`config.mk`:
```
export PLATFORM = sky130hd
export DESIGN_NAME = lldma_loader
export DESIGN_NICKNAME = d
export VERILOG_FILES = /design/src/rtl/lldma_pkg.sv /design/src/rtl/lldma_regs.sv /design/src/rtl/lldma_remain.sv /design/src/rtl/lldma_seq.sv /design/src/rtl/lldma_loader.sv
export SDC_FILE = /design/constraint.sdc
export NUM_CORES = 1
export LEC_CHECK = 0
export ABC_CLOCK_PERIOD_IN_PS = 4019
export BUFFER_PORTS_ARGS = -buffer_cell sky130_fd_sc_hd__clkbuf_2
export CAP_MARGIN = 5
export CORE_UTILIZATION = 52
export DETAILED_ROUTE_END_ITERATION = 8
export PLACE_DENSITY_LB_ADDON = 0.12
export RECOVER_POWER = 100
export SYNTH_ARGS = -nofsm -noshare
export SYNTH_HDL_FRONTEND = slang
export SYNTH_SLANG_ARGS = --single-unit
```
`constraint.sdc`:
```
create_clock -name clk -period 4.02 [get_ports clk]
set_clock_uncertainty 0.05 [all_clocks]
set_input_delay 0.804 -clock clk [delete_from_list [all_inputs] [get_ports clk]]
set_output_delay 0.804 -clock clk [all_outputs]
set_load 0.01 [all_outputs]
```
`src/rtl/lldma_pkg.sv`:
```
// Shared constants and types of the linked-list command loader.
// Assumes a fixed eight-word descriptor whose word order matches the
// channel's register window slots.
package lldma_pkg;
    localparam int DESC_WORDS  = 8;
    localparam int IDX_W       = $clog2(DESC_WORDS);
    localparam int WORD_RADDR  = 2;
    localparam int WORD_WADDR  = 3;
    localparam int WORD_SIZE   = 4;
    localparam int WORD_NODE   = 5;
    localparam int WORD_CTRL   = 7;
    localparam int WORD_REMAIN = 12;
    localparam int BIT_RUN     = 0;
    localparam int BIT_LIST    = 4;
    localparam int BIT_CANCEL  = 20;

    typedef enum logic [2:0] {
        S_IDLE, S_FETCH, S_WAIT, S_ISSUE, S_RUN, S_DRAIN
    } seq_state_e;
endpackage

```
`src/rtl/lldma_regs.sv`:
```
// Channel register window: seven descriptor word slots, a composed
// control/status word and the remaining-byte counter view.
// Assumes the loader's fills take priority over software writes, and that
// software writes to the slots are dropped while the channel is busy.
module lldma_regs
    import lldma_pkg::*;
#(
    parameter int REG_AW   = 12,
    parameter int CHAN_IDX = 2,
    parameter int SIZE_W   = 24
) (
    input  logic              clk,
    input  logic              rst_n,
    input  logic              reg_we,
    input  logic [REG_AW-1:0] reg_addr,
    input  logic [31:0]       reg_wdata,
    output logic [31:0]       reg_rdata,
    input  logic              busy,
    input  logic              listing,
    input  logic              moving,
    input  logic [SIZE_W-1:0] remain,
    input  logic              fill_we,
    input  logic [IDX_W-1:0]  fill_idx,
    input  logic [31:0]       fill_data,
    output logic              start_req,
    output logic              cancel_req,
    output logic [31:0]       cfg_rd_addr,
    output logic [31:0]       cfg_wr_addr,
    output logic [SIZE_W-1:0] cfg_size,
    output logic [31:0]       cfg_node
);
    localparam int CH_W = REG_AW - 6;
    localparam int SLOTS = DESC_WORDS - 1;

    logic        sel;
    logic [3:0]  woff;
    logic        ctrl_wr;
    logic [31:0] word_q [SLOTS];

    assign sel     = (reg_addr[REG_AW-1:6] == CH_W'(CHAN_IDX));
    assign woff    = reg_addr[5:2];
    assign ctrl_wr = reg_we && sel && (woff == 4'(WORD_CTRL));

    // Control-word writes become start and cancel requests.
    assign start_req  = ctrl_wr && reg_wdata[BIT_LIST] && !reg_wdata[BIT_CANCEL];
    assign cancel_req = ctrl_wr && reg_wdata[BIT_CANCEL];

    generate
        for (genvar g = 0; g < SLOTS; g++) begin : g_slot
            // Slot update: descriptor fill first, idle software write second.
            always_ff @(posedge clk) begin
                if (!rst_n)
                    word_q[g] <= '0;
                else if (fill_we && fill_idx == IDX_W'(g))
                    word_q[g] <= fill_data;
                else if (reg_we && sel && !busy && woff == 4'(g))
                    word_q[g] <= reg_wdata;
            end
        end
    endgenerate

    assign cfg_rd_addr = word_q[WORD_RADDR];
    assign cfg_wr_addr = word_q[WORD_WADDR];
    assign cfg_size    = word_q[WORD_SIZE][SIZE_W-1:0];
    assign cfg_node    = word_q[WORD_NODE];

    // Read mux over the window; anything unmapped reads zero.
    always_comb begin
        reg_rdata = '0;
        if (sel) begin
            if (woff == 4'(WORD_SIZE))
                reg_rdata = 32'(cfg_size);
            else if (woff < 4'(WORD_CTRL))
                reg_rdata = word_q[woff[IDX_W-1:0]];
            else if (woff == 4'(WORD_CTRL)) begin
                reg_rdata[BIT_LIST] = listing;
                reg_rdata[BIT_RUN]  = moving;
            end else if (woff == 4'(WORD_REMAIN))
                reg_rdata = 32'(remain);
        end
    end
endmodule

```
`src/rtl/lldma_remain.sv`:
```
// Remaining-byte counter, kept as bytes left minus one so that a finished
// command wraps to all ones. Assumes clear wins over load and beat.
module lldma_remain #(
    parameter int SIZE_W = 24,
    parameter int BYTE_W = 3
) (
    input  logic              clk,
    input  logic              rst_n,
    input  logic              clear,
    input  logic              load,
    input  logic [SIZE_W-1:0] load_val,
    input  logic              beat,
    input  logic [BYTE_W-1:0] bytes,
    output logic [SIZE_W-1:0] remain
);
    // Counter update: idle forces all ones, start loads, beats subtract.
    always_ff @(posedge clk) begin
        if (!rst_n)
            remain <= '1;
        else if (clear)
            remain <= '1;
        else if (load)
            remain <= load_val;
        else if (beat)
            remain <= remain - SIZE_W'(bytes);
    end
endmodule

```
`src/rtl/lldma_seq.sv`:
```
// Descriptor sequencer: fetches eight words per node one request at a
// time, issues the command, waits for the mover and follows the chain.
// Assumes the memory returns exactly one read-data beat per grant; a
// cancel with a read outstanding waits for that beat before idling.
module lldma_seq
    import lldma_pkg::*;
#(
    parameter int MEM_AW = 32
) (
    input  logic              clk,
    input  logic              rst_n,
    input  logic              start_req,
    input  logic              cancel_req,
    input  logic [MEM_AW-1:0] node_ptr,
    output logic              mem_req,
    output logic [MEM_AW-1:0] mem_addr,
    input  logic              mem_gnt,
    input  logic              mem_rvalid,
    input  logic [31:0]       mem_rdata,
    output logic              fill_we,
    output logic [IDX_W-1:0]  fill_idx,
    output logic [31:0]       fill_data,
    output logic              mv_start,
    output logic              mv_abort,
    input  logic              mv_done,
    output logic              evt,
    output logic              busy,
    output logic              listing,
    output logic              moving,
    output logic              go_idle
);
    localparam logic [IDX_W-1:0] LAST = IDX_W'(DESC_WORDS - 1);

    seq_state_e        state;
    logic [IDX_W-1:0]  idx;
    logic [MEM_AW-1:0] cur_node;
    logic              first_q;
    logic              cancel;
    logic              chain_end;

    assign cancel    = cancel_req && (state != S_IDLE);
    assign chain_end = (state == S_RUN) && mv_done && (node_ptr == '0);

    assign mem_req   = (state == S_FETCH);
    assign mem_addr  = cur_node + MEM_AW'({idx, 2'b00});
    assign fill_we   = (state == S_WAIT) && mem_rvalid && !cancel;
    assign fill_idx  = idx;
    assign fill_data = mem_rdata;
    assign mv_start  = (state == S_ISSUE) && !cancel;
    assign mv_abort  = (state == S_RUN) && cancel;
    assign evt       = ((state == S_ISSUE) && first_q && !cancel) ||
                       ((state == S_RUN) && mv_done && !cancel);
    assign busy      = (state != S_IDLE);
    assign listing   = busy && (state != S_DRAIN);
    assign moving    = (state == S_RUN);
    assign go_idle   = cancel || chain_end;

    // Sequencer state, word index, node cursor and first-load flag.
    always_ff @(posedge clk) begin
        if (!rst_n) begin
            state    <= S_IDLE;
            idx      <= '0;
            cur_node <= '0;
            first_q  <= 1'b0;
        end else begin
            case (state)
                S_IDLE: if (start_req && !cancel_req) begin
                    state    <= S_FETCH;
                    idx      <= '0;
                    cur_node <= node_ptr;
                    first_q  <= 1'b1;
                end
                S_FETCH: if (cancel)
                    state <= mem_gnt ? S_DRAIN : S_IDLE;
                else if (mem_gnt)
                    state <= S_WAIT;
                S_WAIT: if (cancel)
                    state <= mem_rvalid ? S_IDLE : S_DRAIN;
                else if (mem_rvalid) begin
                    if (idx == LAST)
                        state <= S_ISSUE;
                    else begin
                        idx   <= idx + 1'b1;
                        state <= S_FETCH;
                    end
                end
                S_ISSUE: if (cancel)
                    state <= S_IDLE;
                else begin
                    state   <= S_RUN;
                    first_q <= 1'b0;
                end
                S_RUN: if (cancel || chain_end)
                    state <= S_IDLE;
                else if (mv_done) begin
                    cur_node <= node_ptr;
                    idx      <= '0;
                    state    <= S_FETCH;
                end
                S_DRAIN: if (mem_rvalid)
                    state <= S_IDLE;
                default: state <= S_IDLE;
            endcase
        end
    end
endmodule

```
`src/rtl/lldma_loader.sv`:
```
// Top of the linked-list command loader for one DMA channel: register
// window, descriptor sequencer and remaining-byte counter.
// Assumes one mover per channel and a word-wide descriptor memory port.
module lldma_loader #(
    parameter int MEM_AW    = 32,
    parameter int REG_AW    = 12,
    parameter int CHAN_IDX  = 2,
    parameter int SIZE_W    = 24,
    parameter int BUS_BYTES = 4,
    localparam int BYTE_W   = $clog2(BUS_BYTES) + 1
) (
    input  logic              clk,
    input  logic              rst_n,
    input  logic              reg_we,
    input  logic [REG_AW-1:0] reg_addr,
    input  logic [31:0]       reg_wdata,
    output logic [31:0]       reg_rdata,
    output logic              mem_req,
    output logic [MEM_AW-1:0] mem_addr,
    input  logic              mem_gnt,
    input  logic              mem_rvalid,
    input  logic [31:0]       mem_rdata,
    output logic              mv_start,
    output logic              mv_abort,
    output logic [31:0]       mv_rd_addr,
    output logic [31:0]       mv_wr_addr,
    output logic [SIZE_W-1:0] mv_size,
    input  logic              mv_beat,
    input  logic [BYTE_W-1:0] mv_bytes,
    input  logic              mv_done,
    output logic              evt
);
    logic                     busy_w, listing_w, moving_w, go_idle_w;
    logic                     start_w, cancel_w;
    logic                     fill_we_w;
    logic [lldma_pkg::IDX_W-1:0] fill_idx_w;
    logic [31:0]              fill_data_w;
    logic [31:0]              node_w;
    logic [SIZE_W-1:0]        remain_w;

    lldma_regs #(.REG_AW(REG_AW), .CHAN_IDX(CHAN_IDX), .SIZE_W(SIZE_W)) u_regs (
        .clk(clk), .rst_n(rst_n), .reg_we(reg_we), .reg_addr(reg_addr),
        .reg_wdata(reg_wdata), .reg_rdata(reg_rdata), .busy(busy_w),
        .listing(listing_w), .moving(moving_w), .remain(remain_w),
        .fill_we(fill_we_w), .fill_idx(fill_idx_w), .fill_data(fill_data_w),
        .start_req(start_w), .cancel_req(cancel_w), .cfg_rd_addr(mv_rd_addr),
        .cfg_wr_addr(mv_wr_addr), .cfg_size(mv_size), .cfg_node(node_w)
    );

    lldma_seq #(.MEM_AW(MEM_AW)) u_seq (
        .clk(clk), .rst_n(rst_n), .start_req(start_w), .cancel_req(cancel_w),
        .node_ptr(node_w[MEM_AW-1:0]), .mem_req(mem_req), .mem_addr(mem_addr),
        .mem_gnt(mem_gnt), .mem_rvalid(mem_rvalid), .mem_rdata(mem_rdata),
        .fill_we(fill_we_w), .fill_idx(fill_idx_w), .fill_data(fill_data_w),
        .mv_start(mv_start), .mv_abort(mv_abort), .mv_done(mv_done), .evt(evt),
        .busy(busy_w), .listing(listing_w), .moving(moving_w), .go_idle(go_idle_w)
    );

    lldma_remain #(.SIZE_W(SIZE_W), .BYTE_W(BYTE_W)) u_remain (
        .clk(clk), .rst_n(rst_n), .clear(go_idle_w), .load(mv_start),
        .load_val(mv_size), .beat(mv_beat), .bytes(mv_bytes), .remain(remain_w)
    );
endmodule

```
== After elaboration in Yosys (flattened, before gate mapping) ==
Memories as Yosys holds them, arrays and structs flattened.
Index checks and enable logic that the tools add are counted.
Widths: inputs -> output; s select.
Word-level totals
  register bits after elaboration: 63
  output and inout bits: 156
  RAM bits: 224
  memories: 1
  bits of input ports: 86
Memories
  u_regs.word_q: words 7, bits a word 32, rd ports 5, clocked after Yosys merged registers in 0, wr ports 7, RTL line lldma_regs.sv:38  | logic [31:0] word_q [SLOTS];
Operators by class
  mux-type cells: 101
  bitwise gates (word level): 15
  eq/ne operators: 33
  add/sub/neg operators: 3
  magnitude comparators: 1
  reductions and logical operators: 52
Operators with widths (number)
  $mux 32: 20
  $mux 24: 3
  $pmux 32 s2: 1
  $mux 1: 54
  $mux 3: 18
  $add 32x5->32: 1
  $logic_and 1x1->1: 32
  $logic_not 32->1: 1
  $sub 24x3->24: 1
  $mux 19: 1
  $eq 3x3->1 const B: 6
  $pmux 3 s6: 1
  $eq 4x3->1 const B: 4
  $ne 2x2->1 const B: 7
  $or 1x1->1: 14
  $eq 3x2->1 const B: 4
  $pmux 3 s3: 1
  $eq 4x2->1 const B: 2
  $reduce_and 7->1: 1
  $eq 3x1->1 const B: 2
  $eq 6x2->1 const B: 1
  $logic_not 3->1: 2
  $ne 3x3->1 const B: 2
  $reduce_bool 2->1: 3
  18 further kinds: 23

== Longest topological paths before layout ==
Gate-level depths: netlist of the first run.
  depth in word-level cells: 13
  depth in mapped cells: 10
  depth with buffers taken out: 9

== Modules after synthesis ==
A second synthesis of the first run with hierarchy kept.
Unflattened totals
  cell total of the unflattened synthesis: 1360
  area, all modules: 15869.0 µm²
Modules (own cells, without submodules)
  lldma_regs: sequential area each 6486.2 µm², cells each 825, area each 11639.9 µm², instances 1
  lldma_seq: sequential area each 780.7 µm², cells each 360, area each 2795.2 µm², instances 1
  lldma_remain: sequential area each 480.5 µm², cells each 175, area each 1433.9 µm², instances 1

== Least setup slack after synthesis of the first run ==
Ideal clock, no wire load.
  path kind: input -> register
  start: input reg_wdata[20]
  end: memory u_regs.word_q[0][0], enable pin
  stages on the path: 6
  arrival: 3.836 ns
  library setup time: 0.466 ns
  slack: -0.332 ns
  required time: 3.504 ns
  path buffers: 1
  path through: clkbuf_1 -> nand4_1 -> nor3_2 -> nand2_1 -> nand4_1 -> o21ai_0
RTL lines
  start, declared: RTL line lldma_loader.sv:16  | input logic [31:0] reg_wdata,
  end, declared: RTL line lldma_regs.sv:38

== Final worst setup path of the first run ==
  start: register u_seq.idx[0], in the netlist u_seq.fill_idx[0]
  end: output mem_addr[26]
Between the ends
  cells in the longest elaborated chain, start to end: 1
Ends and longest elaborated chain
  start, declared: RTL line lldma_seq.sv:35  | logic [IDX_W-1:0] idx;
  start signal, assigned: RTL line lldma_seq.sv:83  | idx <= idx + 1'b1;
  $add 32x5->32: RTL line lldma_seq.sv:45  | assign mem_addr = cur_node + MEM_AW'({idx, 2'b00});
  end, declared: RTL line lldma_loader.sv:19  | output logic [MEM_AW-1:0] mem_addr,
Every way passes these cells.

==> results of run 1 <==
per-layer routing:
layer / part of all wire (%) / track usage, % / wire length, µm / vias to the layer above
li1: - / - / - / 5657
met1: 44 / 48.6 / 21000 / 6283
met2: 42 / 43.6 / 20200 / 808
met3: 11 / 5.88 / 5500 / 84
met4: 2.2 / 7.82 / 1060 / 0
met5: 0 / 0 / 0 / -
what timing repair did:
| action | 4_1_cts | 5_1_grt |
|---|---|---|
| pin swaps | 0 | 0 |
| endpoints found under the setup margin | 2 | 2 |
| gates resized for setup | 1 | 1 |
cells in the final DEF, fill, tap and decap left out, types with 8 or more instances in the layout:
cell,n
nor3_1,28
xnor2_1,21
a22o_1,216
ha_1,12
o221ai_1,24
nand2_1,100
clkbuf_1,156
a22oi_1,8
nand4_1,16
xor2_1,16
buf_4,23
edfxtp_1,216
clkbuf_16,32
a21oi_1,52
o21ai_0,28
dfxtp_1,63
o211ai_1,54
a2111oi_0,8
nor4_1,24
nor2_1,60
mux2i_1,36
nor2b_1,29
mux4_2,32
clkbuf_2,105
nand3_1,16
nand2b_1,10
inv_1,67
stage by stage:
stage / power (mW) / instances / utilization, % / worst slack [ns]
3_3_place_gp: 4.43 / 1893 / 58.4 / 0.618
5_1_grt: 7.60 / 1951 / 61.1 / 0.0451
6_report: 7.39 / 1951 / 61.1 / 0.233
4_1_cts: 7.41 / 1951 / 62.2 / 0.162
3_5_place_dp: 4.44 / 1893 / 58.4 / 0.551
2_1_floorplan: 4.05 / 1370 / - / 0.165
registers in the layout (all words and copies together), names as in the netlist:
| signal | count |
|---|---|
| u_seq.cur_node | 32 |
| u_remain.remain | 24 |
| u_seq.state | 3 |
| u_regs.word_q | 216 |
| u_seq.fill_idx | 3 |
| u_seq.first_q | 1 |
how the worst max path moves through the flow:
| stage | start | depth (start not counted) | to |
|---|---|---|---|
| after global placement | u_seq.fill_idx[0]$_SDFFE_PN0P_ | 9 | mem_addr[26] |
| after global routing | u_seq.fill_idx[0]$_SDFFE_PN0P_ | 9 | mem_addr[28] |
| after floorplan | reg_addr[6] | 4 | u_regs.word_q[1][0]$_DFFE_PP_ |
| final | u_seq.fill_idx[0]$_SDFFE_PN0P_ | 9 | mem_addr[26] |
| after detailed placement | u_seq.fill_idx[0]$_SDFFE_PN0P_ | 9 | mem_addr[26] |
| after CTS | u_seq.fill_idx[0]$_SDFFE_PN0P_ | 9 | mem_addr[26] |
cell type report:
class	count	area, µm²	share of cell area [%]
Tap cell	384	480	2.73
Clock buffer	41	876	4.97
Timing Repair Buffer	284	1330	7.56
Sequential cell	279	7750	44.0
Clock inverter	17	218	1.24
Inverter	68	255	1.45
Multi-Input combinational cell	878	6710	38.1
logic make-up (layout without fill, tap and decap cells):
kind of cell	after synthesis	in the layout	share of synthesized area, %
AO/OA/AOI/OAI	430	430	22.1
AND/OR/NAND/NOR	329	329	10.9
flip-flops	279	279	50.6
buffers and inverters	213	410	6.05
multiplexers	68	68	7.05
XOR/XNOR	37	37	2.11
adder cells (fa/ha/maj)	14	14	1.24
power by group:
group          internal (mW)  total (mW)  switching [mW]  leakage, nW
Clock                   1.85        3.01            1.16        0.545
Combinational          0.366       0.965           0.599         3.02
Sequential              3.26        3.41           0.150         2.74
Total                   5.48        7.39            1.91         6.30
worst reg2reg max path, stage by stage, from the launching register on:
cell	delay (ns)
dfxtp_1	0.59
nand2b_1	0.13
nor2_1	0.37
nand3_1	0.24
nand2b_1	0.26
o221ai_1	0.90
clkbuf_2	0.68
==> metrics, run 1 <==
TNS Setup=0 ns; post-CTS setup buffers=0; Worst-Margin Slew=1.15 ns; dpl cell area=16800 µm²; root buf cell=clkbuf_16; Max Root-Sink Buffers=3; DRC=0; max cap viols=0; detailed placement HPWL=32700 µm; Reg-to-Reg End=u_regs.word_q[5][4]$_DFFE_PP_; critical path class=flip-flop to primary output; Endpoint, Worst Hold=u_seq.cur_node[0]$_SDFFE_PN0P_; crit path cell chain=ha_1 > inv_1 > fa_1 > nand2b_1 > a21oi_4 > nand2_1 > nor3_1 > xor2_1 > clkbuf_1; DR vias=12800; ANT cells=0; post-synth top area cell=edfxtp_1; CP Max Fanout=7; CTS Buf Count=31; Iter 0 DRT Violations=1521; Post-Syn Instances=1370; PortBufs=239; FF-to-FF Start=u_seq.state[1]$_SDFFE_PN0P_; Synth area leaders=edfxtp_1 (42%), a22o_1 (12%), dfxtp_1 (8.2%); drt first pass iters=7; number of global-route vias before repair=11600; DR vias/cell=6.58; H-tree depth=1; Total GRT Usage=31.0%; cts hold-fix bufs=0; GRT overflow=0; synthesis-stage register bit count=279; pwr/cell area=419 nW/µm²; die area=30200 µm²; number of setup violations in the final report=0; CTS tree=built; Hold WS=0.420 ns; Seq/Total Area, Yosys=50.6%; die height=174 µm; Reg clk slew, reported paths=0.06 ns; Syn Std Cell Area=15300 µm²; count of final hold-check violations=0; Max VDD drop=0.350 mV; design area=17600 µm²; minimum clock period=3.79 ns; Startpoint Class=flip-flop; fmax=0.264 GHz; WP buf/inv=2; Critical Path RT=3.17 ns; Post-synth EDFFs=216; Worst Path Arrival=2.93 ns; flop2flop setup slack=0.42 ns; first-pass GRT wire length=71400 µm; Final nets=1642; clk sinks=279; RD Place Congestion=0.941; initial antenna violation count=0; Yosys top cell area share=42.3%; slowest cell delay on critical path=0.43 ns; Worst Hold Depth=2; critical hold path startpoint=u_seq.cur_node[0]$_SDFFE_PN0P_; Routed WL per cell=24.5 µm; CORE AREA=28900 µm²; Hold WC Path Type=flip-flop to flip-flop; fraction of registers with async set/reset=0%; fraction of layout cells with a size suffix above 1=15.1%; Initial Utilization=53.1%; Routed Antenna Nets=0; Total Wirelength=47800 µm; I/O Pins=242; leakage=6.30 nW; Core Rows=62; RSZ-0062 raised after global routing=no; Filler cells=2453; Die Wd=174 µm; prevailing post-synth register cell=edfxtp_1; crit end category=primary output; outcome=finished clean; Top Family by Delay on Critical Path=simple AND/OR/NAND/NOR gates; Mapped Avg Cell Area=11.2 µm²; Crit-path slowest cell=fa_1; Reg2Reg Depth=6; area grow syn2layout=15.0%; Synth Warn #=0; Final Max Slew Viols=0; crit share post-route=94.2%; worst skew pair latency=0.56 ns; largest net degree at the start of global routing=83; Slew HR=23.7%; Post-Syn Nets=1470; Post-synth top cells=a22o_1 (216), edfxtp_1 (216), nand2_1 (100); Synth cell types=62
Power figures use the tool's default switching activity.
==> run 2: changes to the inputs <==
--- a/config.mk
+++ b/config.mk
@@ -8,7 +8,8 @@
 export ABC_CLOCK_PERIOD_IN_PS = 4019
 export BUFFER_PORTS_ARGS = -buffer_cell sky130_fd_sc_hd__clkbuf_2
 export CAP_MARGIN = 5
-export CORE_UTILIZATION = 52
+export CORE_UTILIZATION = 53
+export CTS_BUF_LIST = sky130_fd_sc_hd__clkbuf_8
 export DETAILED_ROUTE_END_ITERATION = 8
 export PLACE_DENSITY_LB_ADDON = 0.12
 export RECOVER_POWER = 100
==> run 2 against run 1 <==
  * Register-to-register slack improved by 0.10 ns
  * Global-route usage is 0.91 points higher
  * Non-clock buffer count decreased by 1
  * Sequential power hardly changed
  * Via count down 1.5%
  * First-iteration DRC count decreased by 2.2%
  * Combinational power up 0.4%
  * Sequential share of layout area increased by 0.31 points
  * Final cell count up 1.1%
  * Core utilization up 1.2 points
  * Clock-buffer cell count increased by 11
  * Routed wire length down 0.60%
==> metrics, run 2 (same netlist as run 1, synthesis figures left out) <==
crit path cell chain=clkbuf_1 > nor3b_1 > clkbuf_4 > a21oi_1 > a211oi_1 > clkbuf_2; fin cells=1973 (+1.1%); met2 WL=20400 µm (+0.74%); TNS Setup=0 ns (unchanged); CTS tree=built; design area=17500 µm² (-0.71%); worst slack, placed=0.534 ns (-0.0169 ns); die height=172 µm (-0.94%); outcome=finished clean; number of global-route vias before repair=11700 (+0.81%); die area=29600 µm² (-1.9%); dpl cell area=16800 µm² (about the same); Metal-1 WL=20800 µm (-0.96%); max cap viols=0 (unchanged); Max Root-Sink Buffers=3 (unchanged); CTS Buf Count=48 (+55%); Total Wirelength=47500 µm (-0.60%); area grow syn2layout=14.2%; DR top layer=met4; Worst Slack Setup Final=0.0587 ns (-0.174 ns); I/O Pins=242 (unchanged); post-CTS setup buffers=0 (unchanged); detailed placement HPWL=32800 µm (+0.32%); DRC=0 (unchanged); Reg clk slew, reported paths=0.06 ns (about the same); critical path class=input port to primary output; cts hold-fix bufs=0 (unchanged); crit share post-route=98.5% (+4.3 points); drt first pass iters=5 (-2); Top reg by flops=u_regs.word_q; pwr/cell area=399 nW/µm² (-4.8%); Iter 0 DRT Violations=1487 (-2.2%); Worst Path Arrival=3.11 ns (+0.18 ns); fmax=0.252 GHz (-4.4%); clk sinks=279 (unchanged); Filler cells=2440 (-0.53%); Critical Path RT=3.17 ns (about the same); Largest regs=u_regs.word_q (216), u_seq.cur_node (32), u_remain.remain (24); leakage=6.30 nW (-0.12%); WP buf/inv=3 (+1); DR vias/cell=6.41 (-2.6%); Crit-path slowest cell=clkbuf_1; initial antenna violation count=0 (unchanged); Hold WS=0.415 ns (-0.00527 ns); DR vias=12600 (-1.5%); commonest non-fill, non-tap cells in the layout=a22o_1 (216), edfxtp_1 (216), clkbuf_1 (152), clkbuf_2 (101), nand2_1 (100); RD Place Congestion=0.927 (-1.5%); Routed Antenna Nets=0 (unchanged); root buf cell=clkbuf_8; Die Wd=172 µm (-0.94%); max reg flops=216 (unchanged); crit end category=primary output; Worst-Margin Slew=1.37 ns (+0.227 ns); Top Family by Delay on Critical Path=buffers and inverters; ANT cells=0 (unchanged); routed length on met3=5330 µm (-3.0%); Final nets=1658 (+0.97%); Initial Utilization=54.6% (+1.5 points); RSZ-0062 raised after global routing=no; Startpoint Class=input port; Routed WL per cell=24.1 µm (-1.7%); slowest cell delay on critical path=0.55 ns (+0.12 ns); worst skew pair latency=0.60 ns (+0.04 ns); H-tree depth=2 (+1); Core Rows=61 (-1.6%); Power, Total=6.98 mW (-5.5%); number of setup violations in the final report=0 (unchanged); Max VDD drop=0.303 mV (-13%); PortBufs=239 (unchanged); final core utilization=62.3% (+1.2 points); placed cells=1886 (-0.37%); largest net degree at the start of global routing=83 (unchanged); Slew HR=7.89% (-16 points); Total GRT Usage=31.9% (+0.91 points); first-pass GRT wire length=70200 µm (-1.7%); fraction of layout cells with a size suffix above 1=15.7% (+0.61 points); GRT overflow=0 (unchanged); minimum clock period=3.96 ns (+0.174 ns); Hold WC Path Type=flip-flop to flip-flop; CORE AREA=28100 µm² (-2.7%); count of final hold-check violations=0 (unchanged); Final Max Slew Viols=0 (unchanged); CP Max Fanout=48 (+41)
-- run 2: final timing paths --
kind	startpoint	end	slack [ns]	cells past startpoint
setup reg to reg	u_seq.state[1]$_SDFFE_PN0P_	u_regs.word_q[5][22]$_DFFE_PP_	0.52	6
setup / recovery	reg_addr[4]	reg_rdata[0]	0.06	6
hold / removal	u_seq.cur_node[4]$_SDFFE_PN0P_	u_seq.cur_node[4]$_SDFFE_PN0P_	0.41	2
hold reg to reg	u_seq.cur_node[4]$_SDFFE_PN0P_	u_seq.cur_node[4]$_SDFFE_PN0P_	0.41	2
-- run 2: area by class of cell --
class | count | area [µm²] | share of cell area (%)
clock buffer | 52 | 716 | 4.09
clock inverter | 35 | 241 | 1.38
inverter | 68 | 255 | 1.46
multi-input combinational | 878 | 6710 | 38.4
sequential | 279 | 7750 | 44.3
tap | 378 | 473 | 2.70
timing repair buffer | 283 | 1350 | 7.72
-- run 2: routing by layer --
metal,vias to the layer above,GRT usage (%)
li1,5699,-
met1,6114,48.0
met2,752,46.3
met3,77,6.98
met4,0,8.31
met5,-,0
-- run 2: tightest hold or removal path, delay by kind of cell (launching register included) --
kind,cells,cell delay (ns)
flip-flops,1,0.31
multiplexers,1,0.05
AND/OR/NAND/NOR,1,0.05
-- run 2: repair_timing --
action,in CTS,in global routing
setup endpoints to repair,3,2
gates resized for setup,1,2
endpoints found under the hold margin,0,0
-- run 2: where the power goes --
group / internal, mW / switching (mW)
sequential: 3.26 / 0.151
clock: 1.40 / 1.21
combinational: 0.371 / 0.598
total: 5.03 / 1.96
